<file path="src/rtl/ipm_pkg.sv">
package ipm_pkg;

   localparam int unsigned REG_W = 8;

   // control byte bit positions
   localparam int unsigned BIT_EN    = 7;
   localparam int unsigned BIT_EMPTY = 5;
   localparam int unsigned BIT_FULL  = 4;
   localparam int unsigned BIT_PULL  = 3;

   typedef enum logic {
      SEL_CTRL  = 1'b0,
      SEL_STACK = 1'b1
   } reg_sel_e;

   // level + 1, saturating at the highest level
   function automatic logic [1:0] raise_lvl(input logic [1:0] lvl);
      return (lvl == 2'd3) ? 2'd3 : lvl + 2'd1;
   endfunction

endpackage

</file>
<file path="src/rtl/ipm_pstack.sv">
module ipm_pstack #(
   parameter int unsigned LVL_W = 2,
   parameter int unsigned SLOTS = 4,
   localparam int unsigned STK_W = LVL_W * SLOTS,
   localparam int unsigned CNT_W = $clog2(SLOTS + 1)
) (
   input  logic             clk,
   input  logic             rst_n,
   input  logic             push,
   input  logic             pull,
   input  logic [LVL_W-1:0] push_val,
   output logic [LVL_W-1:0] top_val,
   output logic [STK_W-1:0] stk,
   output logic             empty,
   output logic             full
);

   if (SLOTS < 2) begin : g_bad_slots
      $error("ipm_pstack: SLOTS must be at least 2");
   end

   logic [LVL_W-1:0] slot_q [SLOTS];
   logic [CNT_W-1:0] cnt_q;

   for (genvar i = 0; i < SLOTS; i++) begin : g_slot
      logic [LVL_W-1:0] from_above, from_below;
      if (i == SLOTS - 1) begin : g_top
         assign from_above = push_val;
      end else begin : g_mid_up
         assign from_above = slot_q[i+1];
      end
      if (i == 0) begin : g_bot
         assign from_below = '0;
      end else begin : g_mid_dn
         assign from_below = slot_q[i-1];
      end

      always_ff @(posedge clk or negedge rst_n) begin
         if (!rst_n)    slot_q[i] <= '0;
         else if (push) slot_q[i] <= from_above;
         else if (pull) slot_q[i] <= from_below;
      end

      assign stk[i*LVL_W +: LVL_W] = slot_q[i];
   end

   always_ff @(posedge clk or negedge rst_n) begin
      if (!rst_n)                                cnt_q <= '0;
      else if (push && cnt_q != CNT_W'(SLOTS))   cnt_q <= cnt_q + 1'b1;
      else if (pull && cnt_q != '0)              cnt_q <= cnt_q - 1'b1;
   end

   assign top_val = slot_q[SLOTS-1];
   assign empty   = (cnt_q == '0);
   assign full    = (cnt_q == CNT_W'(SLOTS));


   push_lands_top_chk: assert property (@(posedge clk) disable iff (!rst_n)
      push |=> top_val == $past(push_val));


   pull_zero_fill_chk: assert property (@(posedge clk) disable iff (!rst_n)
      pull |=> slot_q[0] == '0);


   full_stays_full_chk: assert property (@(posedge clk) disable iff (!rst_n)
      full && push |=> full);


   flags_excl_chk: assert property (@(posedge clk) disable iff (!rst_n)
      !(push && pull) && !(empty && full));

endmodule

</file>
<file path="src/rtl/ipm_gate.sv">
module ipm_gate #(
   parameter int unsigned LVL_W      = 2,
   parameter bit          HAS_BYPASS = 1'b1
) (
   input  logic             en,
   input  logic             req,
   input  logic [LVL_W-1:0] lvl,
   input  logic [LVL_W-1:0] mask,
   output logic             out
);

   logic pass;
   assign pass = req && (lvl >= mask);

   if (HAS_BYPASS) begin : g_bypass
      assign out = en ? pass : req;
   end else begin : g_always_filter
      logic unused_en;
      assign unused_en = en;
      assign out = pass;
   end

endmodule

</file>
<file path="src/rtl/ipm_stack_filter.sv">
module ipm_stack_filter
   import ipm_pkg::*;
#(
   parameter int unsigned LVL_W = 2,
   parameter int unsigned SLOTS = 4,
   localparam int unsigned STK_W = LVL_W * SLOTS
) (
   input  logic       clk,
   input  logic       rst_n,
   input  logic       wr_en,
   input  logic       wr_sel,
   input  logic [7:0] wr_data,
   input  logic       rd_sel,
   output logic [7:0] rd_data,
   input  logic       irq_req,
   input  logic [1:0] irq_lvl,
   input  logic       irq_ack,
   output logic       irq_out
);

   if (LVL_W != 2) begin : g_bad_lvl
      $error("ipm_stack_filter: LVL_W must be 2 to fit the control byte");
   end
   if (STK_W > REG_W) begin : g_bad_stk
      $error("ipm_stack_filter: stack does not fit one byte");
   end

   logic             en_q;
   logic [LVL_W-1:0] mask_q;
   logic             wr_ctrl, pull_cmd, push;
   logic [LVL_W-1:0] top_val;
   logic [STK_W-1:0] stk;
   logic             empty, full;

   assign wr_ctrl  = wr_en && (reg_sel_e'(wr_sel) == SEL_CTRL);
   assign pull_cmd = wr_ctrl && wr_data[BIT_PULL] && en_q;
   assign push     = irq_ack && en_q && !wr_ctrl;

   always_ff @(posedge clk or negedge rst_n) begin
      if (!rst_n) begin
         en_q   <= 1'b0;
         mask_q <= '0;
      end else if (wr_ctrl) begin
         en_q   <= wr_data[BIT_EN];
         mask_q <= pull_cmd ? top_val : wr_data[LVL_W-1:0];
      end else if (push) begin
         mask_q <= raise_lvl(irq_lvl);
      end
   end

   ipm_pstack #(.LVL_W(LVL_W), .SLOTS(SLOTS)) u_stack (
      .clk      (clk),
      .rst_n    (rst_n),
      .push     (push),
      .pull     (pull_cmd),
      .push_val (mask_q),
      .top_val  (top_val),
      .stk      (stk),
      .empty    (empty),
      .full     (full)
   );

   ipm_gate #(.LVL_W(LVL_W), .HAS_BYPASS(1'b1)) u_gate (
      .en   (en_q),
      .req  (irq_req),
      .lvl  (irq_lvl),
      .mask (mask_q),
      .out  (irq_out)
   );

   logic [7:0] ctrl_rd;
   always_comb begin
      ctrl_rd            = '0;
      ctrl_rd[BIT_EN]    = en_q;
      ctrl_rd[BIT_EMPTY] = empty;
      ctrl_rd[BIT_FULL]  = full;
      ctrl_rd[LVL_W-1:0] = mask_q;
   end

   assign rd_data = (reg_sel_e'(rd_sel) == SEL_STACK) ? REG_W'(stk) : ctrl_rd;


   filter_block_chk: assert property (@(posedge clk) disable iff (!rst_n)
      en_q && irq_req && (irq_lvl < mask_q) |-> !irq_out);


   bypass_frozen_chk: assert property (@(posedge clk) disable iff (!rst_n)
      !en_q |=> stk == $past(stk));


   pull_restores_chk: assert property (@(posedge clk) disable iff (!rst_n)
      pull_cmd |=> mask_q == $past(top_val));


   write_beats_ack_chk: assert property (@(posedge clk) disable iff (!rst_n)
      wr_ctrl && irq_ack && !wr_data[BIT_PULL] |=> $stable(stk));

endmodule

</file>
<file path="config.mk">
export PLATFORM = sky130hd
export DESIGN_NAME = ipm_stack_filter
export DESIGN_NICKNAME = d
export VERILOG_FILES = /design/src/rtl/ipm_pkg.sv /design/src/rtl/ipm_pstack.sv /design/src/rtl/ipm_gate.sv /design/src/rtl/ipm_stack_filter.sv
export SDC_FILE = /design/constraint.sdc
export NUM_CORES = 1
export LEC_CHECK = 0
export ABC_AREA = 0
export BUFFER_PORTS_ARGS = -buffer_cell sky130_fd_sc_hd__buf_2
export CAP_MARGIN = 10
export CORE_MARGIN = 3
export CORE_UTILIZATION = 46
export DETAILED_ROUTE_END_ITERATION = 8
export GPL_TIMING_DRIVEN = 0
export PLACE_DENSITY_LB_ADDON = 0.3
export SLEW_MARGIN = 5
export SYNTH_ARGS = -nofsm -noshare
export SYNTH_HDL_FRONTEND = slang
export SYNTH_SLANG_ARGS = --single-unit
</file>
<file path="constraint.sdc">
create_clock -name clk -period 1.9 [get_ports clk]
set_input_delay 0.095 -clock clk [delete_from_list [all_inputs] [get_ports clk]]
set_output_delay 0.095 -clock clk [all_outputs]
set_load 0.05 [all_outputs]
</file>
# Word level (Yosys, flattened, before mapping)
# Index checks and enable logic that the tools add are counted.
# word_totals
ff_bits	14
output_inout_bits	9
# classes
add_sub_neg	3
magnitude_cmp	1
n_eq_ne	3
muxes	16
bitwise	1
reduce_logical	14
# op_table
operator	n
2-bit 2-to-1 mux	12
1-bit logical AND	8
8-bit 2-to-1 mux	1
3-bit 2-to-1 mux	2
2-bit nonzero test	3
3-bit by 1-bit adder with 3-bit output, second input constant	1
3-bit equality test, second input constant	1
3-bit logical NOT	1
3-bit != test, second input constant	1
3-bit nonzero test	1
3-bit by 1-bit subtractor with 3-bit output, second input constant	1
2-bit by 1-bit adder with 2-bit output, second input constant	1
2-bit equality test, second input constant	1
2-bit >= comparator	1
1-bit logical NOT	1
1-bit 2-to-1 mux	1
1-bit inverter	1

# Logic depth before layout (Yosys ltp)
# Gate-level depths: netlist (run 1).
# logic_depth
depth_word	7
ltp_mapped	7
mapped_depth_nobuf	6

# By module
# A second synthesis (run 1) with hierarchy kept.
# hier_totals
hier_cells	94
area_unflattened_um2	955.9
# modules_own_cells
module	instances	cells_per_inst	area_each_um2	seq_area_each_um2
ipm_pstack	1	59	599.3	275.3
ipm_stack_filter	1	27	285.3	75.1
ipm_gate	1	8	71.3	0.0

# Worst setup path before layout (run 1)
# Ideal clock, no wire load.
# synth_path
path_type	register to output
from	reg u_stack.cnt_q[0]
to	out rd_data[4]
t_arrival_ns	2.017
required_ns	1.805
slack_ns	-0.212
stages_incl_launch_ff	3
path_buffers	0
cell_sequence	dfrtp_1 -> or3b_2 -> o21ai_0
# synth_between
elab_chain_len	2
# synth_rtl
item	line_no	text
from (decl)	ipm_pstack.sv:23	logic [CNT_W-1:0] cnt_q;
from (signal assigned)	ipm_pstack.sv:49	else if (push && cnt_q != CNT_W'(SLOTS)) cnt_q <= cnt_q + 1'b1;
from (signal assigned)	ipm_pstack.sv:50	else if (pull && cnt_q != '0) cnt_q <= cnt_q - 1'b1;
3-bit equality test	ipm_pstack.sv:55	assign full = (cnt_q == CNT_W'(SLOTS));
8-bit 2-to-1 mux	ipm_stack_filter.sv:80	assign rd_data = (reg_sel_e'(rd_sel) == SEL_STACK) ? REG_W'(stk) : ctrl_rd;
to (decl)	ipm_stack_filter.sv:14	output logic [7:0] rd_data,
# No other way between the ends.

# Final worst setup path (run 1)
# layout_path
from	reg en_q
to	reg u_stack.cnt_q[1]
# layout_between
elab_chain_len	4
word_cells_on_any_way	7
classes_between	1 x mux; 6 x reduce/logical
# layout_rtl
item	line_no	text
from (decl)	ipm_stack_filter.sv:28	logic en_q;
from (signal assigned)	ipm_stack_filter.sv:44	en_q <= wr_data[BIT_EN];
1-bit logical AND (2 in series)	ipm_stack_filter.sv:37	assign push = irq_ack && en_q && !wr_ctrl;
1-bit logical AND	ipm_pstack.sv:49	
3-bit 2-to-1 mux or 2-bit nonzero test (tied branches)	--	
# Several ways; a longest one is shown, not always the timed one.
# A chain may end at the register's enable or synchronous reset.

==> flow_metrics.env, run 1 <==
export IMPL_status="finished, final reports clean"
export IMPL_core_rowCount=15
export IMPL_port_buffers=21
export IMPL_seq_power_share=0.366
export IMPL_yosys_warnings=0
export IMPL_setup_violations=0
export IMPL_syn_to_final_growth_pct=24.4
export IMPL_drive_above_1_share=0.299
export IMPL_routed_wirelength_mm=2.36
export IMPL_peakVddDrop_mv=0.633
export IMPL_cap_violations=0
export IMPL_critPathTopFamily="adder cells"
export IMPL_cts_sinks=14
export IMPL_slowest_stage="fa_1"
export IMPL_ys_top_cells_by_count="dfrtp_1 (14), nand2_1 (10), o21ai_0 (10)"
export IMPL_swShare=0.464
export IMPL_finalMaxSlewViolations=0
export IMPL_yosys_top_cells_area="dfrtp_1 (37%), a211oi_1 (6.4%), a31oi_1 (5.3%), o21ai_0 (5.3%), nand2_1 (4.0%)"
export IMPL_vias_per_cell=5.86
export IMPL_ys_seq_area_frac=0.374
export IMPL_grt_pass1_wl_mm=4.09
export IMPL_htreeDepth=1
export IMPL_fmax_mhz=561
export IMPL_synth_cells=105
export IMPL_cts_max_path_buffers=2
export IMPL_final_fill_count=157
export IMPL_p_leak_nw=0.542
export IMPL_cts_buffers=3
export IMPL_crit_type="reg2reg"
export IMPL_synth_most_common_cell="dfrtp_1"
export IMPL_synth_top_flop_cell="dfrtp_1"
export IMPL_r2r_setup_slack_ns=0.12
export IMPL_die_w_um=51.1
export IMPL_start_util=0.515
export IMPL_yosysTopAreaCell="dfrtp_1"
export IMPL_grt_pass1_vias=917
export IMPL_final_core_util=0.641
export IMPL_final_nets=155
export IMPL_grt_use_total=0.207
export IMPL_critPathArrivalTime_ns=1.96
export IMPL_tightest_slew_ns=0.437
export IMPL_clkTransAtPathRegs_ns=0.09
export IMPL_dieArea_um2=2610
export IMPL_powerDensity_nw_per_um2=1300
export IMPL_synth_top_area_frac=0.374
export IMPL_path_cells="buf_4, nand2_4, nor2_4, nand2_1, fa_1, inv_1, a2111oi_2"
export IMPL_critical_path_required_ns=2.08
export IMPL_vias=931
export IMPL_p_sw_mw=0.706
export IMPL_timing_hold_violations_final=0
export IMPL_first_iter_violations=20
export IMPL_grt_overflow=0
export IMPL_finalCriticalPeriod_ns=1.78
export IMPL_dp_hpwl_mm=1.63
export IMPL_max_stage_delay_ns=0.48
export IMPL_comb_power_share=0.486
export IMPL_rsz0062_at_grt="false"
export IMPL_synth_nets=125
export IMPL_avgSynthCellArea_um2=8.93
export IMPL_die_h_um=51.1
export IMPL_core_area_um2=1820
export IMPL_worst_path_buf_inv=2
export IMPL_synth_edf_count=0
export IMPL_insertion_delay_ns=0.29
export IMPL_critPathLaunchType="flip-flop"
export IMPL_cts_tree="built"
export IMPL_antenna_left=0
export IMPL_relSlewSlack=0.707
export IMPL_firstDrtPassIters=4
export IMPL_ys_types=33
export IMPL_p_int_mw=0.815
export IMPL_place_inst=151
export IMPL_routedWlPerCell_um=14.9
export IMPL_grt_max_degree=15
export IMPL_io_pins=26
export IMPL_clkPwrFrac=0.149
export IMPL_antenna_cells=0
export IMPL_end_kind="flip-flop"
export IMPL_finalCritPeriodShare=0.938
export IMPL_hold_path_class="in2reg"
export IMPL_ys_ff_latch=14
export IMPL_skew_ns=0.00397
export IMPL_antenna_found_initial=0
export IMPL_netlist_area_um2=937
export IMPL_final_cells=159
export IMPL_routabilityCongestion=0.779
export IMPL_cts_root_buf="clkbuf_4"
export IMPL_remaining_drc_errors=0
export IMPL_async_flop_share=1.00
export IMPL_path_max_fanout=10
[layer usage]
| metal | GRT usage | vias up | share of wire |
|---|---|---|---|
| met5 | 0 | - | 0 |
| met4 | 0.0852 | 0 | 0.015 |
| met3 | 0.0292 | 4 | 0.071 |
| met2 | 0.358 | 44 | 0.50 |
| met1 | 0.257 | 440 | 0.41 |
| li1 | - | 443 | - |
[sequential cells by signal (all words and copies together), names as in the netlist]
register / flops
mask_q: 2
u_stack.top_val: 2
u_stack.g_slot.from_above: 4
u_stack.g_slot.from_below: 2
en_q: 1
u_stack.cnt_q: 3
[cell families after synthesis]
family                   count (synthesis)  synth area share
flip-flops                              14             0.374
buffers and inverters                   14            0.0694
multiplexers                             3            0.0481
adder cells (fa/ha/maj)                  3            0.0481
AO/OA/AOI/OAI                           36             0.252
AND/OR/NAND/NOR                         35             0.208
[through the flow]
| stage | area, um2 | setup slack, ns | setup TNS, ns | hold slack (ns) | total power [mW] |
|---|---|---|---|---|---|
| CTS | 1150 | 0.00833 | 0 | 0.0989 | 1.50 |
| finish | 1170 | 0.117 | 0 | 0.0908 | 1.52 |
| global placement | 1070 | -0.269 | -0.275 | 0.00760 | 1.23 |
| floorplan | 937 | 0.0622 | 0 | -0.201 | 1.08 |
| global route | 1170 | 0.0274 | 0 | 0.150 | 1.62 |
| detailed placement | 1070 | -0.379 | -0.447 | 0.00898 | 1.26 |
[layout by cell type, fill, tap and decap left out, types with 3 or more instances in the layout]
cell	instances
a211oi_1	8
nand2_1	10
and2_1	4
nand3_1	4
inv_1	6
buf_2	24
buf_4	3
dfrtp_1	14
o21ai_1	3
a31oi_1	8
clkbuf_4	3
nor2_1	3
o21ai_0	8
[path summary, 6_finish.rpt]
| check | from | to | cells after the start |
|---|---|---|---|
| setup / recovery | en_q | u_stack.cnt_q[1] | 7 |
| hold / removal | wr_data[0] | mask_q[0] | 3 |
| setup reg to reg | en_q | u_stack.cnt_q[1] | 7 |
| hold reg to reg | u_stack.g_slot[1].from_below[0] | u_stack.g_slot[1].from_below[0] | 1 |
| max in group asynchronous | rst_n | u_stack.cnt_q[1] | 2 |
| min in group asynchronous | rst_n | mask_q[0] | 2 |
[worst reg2reg max path, cell delays in order (launching register included)]
cell and delay (ns):
dfrtp_1 0.33, buf_4 0.16, nand2_4 0.11, nor2_4 0.14, nand2_1 0.07, fa_1 0.48
inv_1 0.05, a2111oi_2 0.31
[area by class of cell]
cell class / count / area [um2] / area share
timing repair buffer: 25 / 140 / 0.120
clock buffer: 4 / 36.3 / 0.0311
inverter: 6 / 22.5 / 0.0193
tap: 25 / 31.3 / 0.0268
sequential: 14 / 350 / 0.300
buffer: 8 / 45.0 / 0.0386
multi-input combinational: 77 / 541 / 0.464
[what timing repair did]
| action | CTS | global route |
|---|---|---|
| setup endpoints to repair | 2 | 1 |
| hold buffers | 2 | 0 |
| setup buffers | 0 | 2 |
| resized for setup | 5 | 1 |
| endpoints found under the hold margin | 15 | 0 |
| pin swaps | 0 | 1 |
[power by group through the flow]
stage	registers [mW]	clock network, mW	logic, mW
after detailed placement	0.555	0	0.701
after global routing	0.576	0.235	0.807
after floorplan	0.514	0	0.567
after global placement	0.551	0	0.680
after CTS	0.552	0.227	0.718
final	0.556	0.226	0.738
Note: power is estimated with default switching activity, not from simulation.
==> inputs of run 2 (changes only) <==
Settings changed: SLEW_MARGIN 5 to 15.
Clock period 1.9 ns to 1.4 ns, I/O delays scaled along.
==> flow_metrics.env, run 2 (same netlist as run 1, synthesis figures left out) <==
export IMPL_rsz0062_at_grt="true"
export IMPL_critical_path_required_ns=1.33
export IMPL_relSlewSlack=0.597
export IMPL_antenna_found_initial=0
export IMPL_path_max_fanout=2
export IMPL_grt_overflow=0
export IMPL_fmax_mhz=588
export IMPL_critPathLaunchType="flip-flop"
export IMPL_cap_violations=0
export IMPL_routed_wirelength_mm=3.59
export IMPL_violations="negative setup slack"
export IMPL_timing_hold_violations_final=0
export IMPL_seq_power_share=0.270
export IMPL_final_cell_mix="buf_2 (18), buf_4 (18), buf_6 (12), dfrtp_1 (12), nand2_1 (9)"
export IMPL_swShare=0.455
export IMPL_port_buffers=21
export IMPL_r2r_setup_slack_ns=-0.28
export IMPL_syn_to_final_growth_pct=61.5
export IMPL_final_area_um2=1510
export IMPL_p_sw_mw=1.28
export IMPL_dpl_instance_area_um2=1110
export IMPL_powerDensity_nw_per_um2=1850
export IMPL_grt_pass1_wl_mm=4.77
export IMPL_hold_path_class="in2reg"
export IMPL_largest_reg_flops=4
export IMPL_critPathArrivalTime_ns=1.63
export IMPL_cts_buffers=3
export IMPL_drive_above_1_share=0.532
export IMPL_cts_tree="built"
export IMPL_setup_violations=18
export IMPL_comb_power_share=0.618
export IMPL_grt_use_total=0.241
export IMPL_io_pins=26
export IMPL_final_fill_count=97
export IMPL_tightest_slew_ns=0.601
export IMPL_clkPwrFrac=0.112
export IMPL_die_w_um=51.1
export IMPL_crit_type="reg2out"
export IMPL_p_leak_nw=0.670
export IMPL_dp_hpwl_mm=1.58
export IMPL_antenna_cells=0
export IMPL_htreeDepth=1
export IMPL_cts_root_buf="clkbuf_4"
export IMPL_antenna_left=0
export IMPL_finalCritPeriodShare=1.21
export IMPL_clkTransAtPathRegs_ns=0.09
export IMPL_finalMaxSlewViolations=0
export IMPL_core_rowCount=15
export IMPL_end_kind="output port"
export IMPL_final_core_util=0.832
export IMPL_start_util=0.515
export IMPL_peakVddDrop_mv=1.21
export IMPL_routedWlPerCell_um=20.0
export IMPL_first_iter_violations=113
export IMPL_cts_max_path_buffers=2
export IMPL_fin_hold_ws_ns=0.0922
export IMPL_final_nets=175
export IMPL_tns_ns=-2.74
export IMPL_remaining_drc_errors=0
export IMPL_dieArea_um2=2610
export IMPL_insertion_delay_ns=0.29
export IMPL_vias=1167
export IMPL_status="finished, violations left"
export IMPL_routabilityCongestion=0.794
export IMPL_die_h_um=51.1
export IMPL_fin_ws_ns=-0.300
export IMPL_firstDrtPassIters=5
export IMPL_vias_per_cell=6.52
export IMPL_core_area_um2=1820
export IMPL_p_int_mw=1.53
export IMPL_grt_max_degree=15
export IMPL_finalCriticalPeriod_ns=1.70
export IMPL_cts_sinks=14
export IMPL_skew_ns=0.00162
export IMPL_grt_pass1_vias=1019
## run 2: layer usage
metal  vias to the layer above  routed length, um  share of wire  track usage
met5                         -                  0              0            0
met4                         0                170          0.047        0.103
met3                        30                368           0.10       0.0466
met2                       113               1740           0.48        0.410
met1                       538               1310           0.37        0.294
li1                        486                  -              -            -
## run 2: final cells by class
type	count	area, um2	share of cell area
buffer	6	46.3	0.0306
clock buffer	4	36.3	0.0240
inverter	6	22.5	0.0149
multi-input combinational	78	683	0.451
sequential	14	353	0.233
tap	25	31.3	0.0207
timing repair buffer	46	342	0.226
## run 2: path summary, 6_finish.rpt
kind	from	to	depth (start not counted)
setup reg to reg	u_stack.cnt_q[2]	u_stack.cnt_q[1]	5
max in group asynchronous	rst_n	u_stack.cnt_q[1]	2
setup / recovery	u_stack.cnt_q[2]	rd_data[5]	5
min in group asynchronous	rst_n	u_stack.g_slot[1].from_above[0]	2
hold reg to reg	u_stack.g_slot[1].from_below[0]	u_stack.g_slot[1].from_below[0]	1
hold / removal	wr_data[0]	mask_q[0]	3
## run 2: timing repair
action	in CTS	in global routing
hold buffers	2	0
buffers inserted	14	9
endpoints found under the setup margin	15	15
hold endpoints to repair	15	0
gates resized for setup	24	19
gates cloned	1	0
pin swaps	10	11
## run 2: critical path, cell delays in order, from the launching register on
cell     delay [ns]
dfrtp_1        0.40
buf_4          0.14
buf_6          0.11
or3_4          0.37
o21ai_2        0.14
buf_6          0.18
## run 2: metrics by stage
step | cells | worst slack (ns) | power (mW)
2_1_floorplan | 105 | -0.238 | 1.52
3_3_place_gp | 151 | -0.446 | 1.72
3_5_place_dp | 151 | -0.510 | 1.75
4_1_cts | 170 | -0.254 | 2.42
5_1_grt | 179 | -0.329 | 2.90
6_report | 179 | -0.300 | 2.80
## run 2: power groups by stage
stage | logic, mW | registers, mW | clock network [mW]
floorplan | 0.815 | 0.701 | 0
global placement | 0.970 | 0.751 | 0
detailed placement | 0.991 | 0.756 | 0
CTS | 1.40 | 0.718 | 0.300
global route | 1.81 | 0.767 | 0.320
finish | 1.73 | 0.756 | 0.314
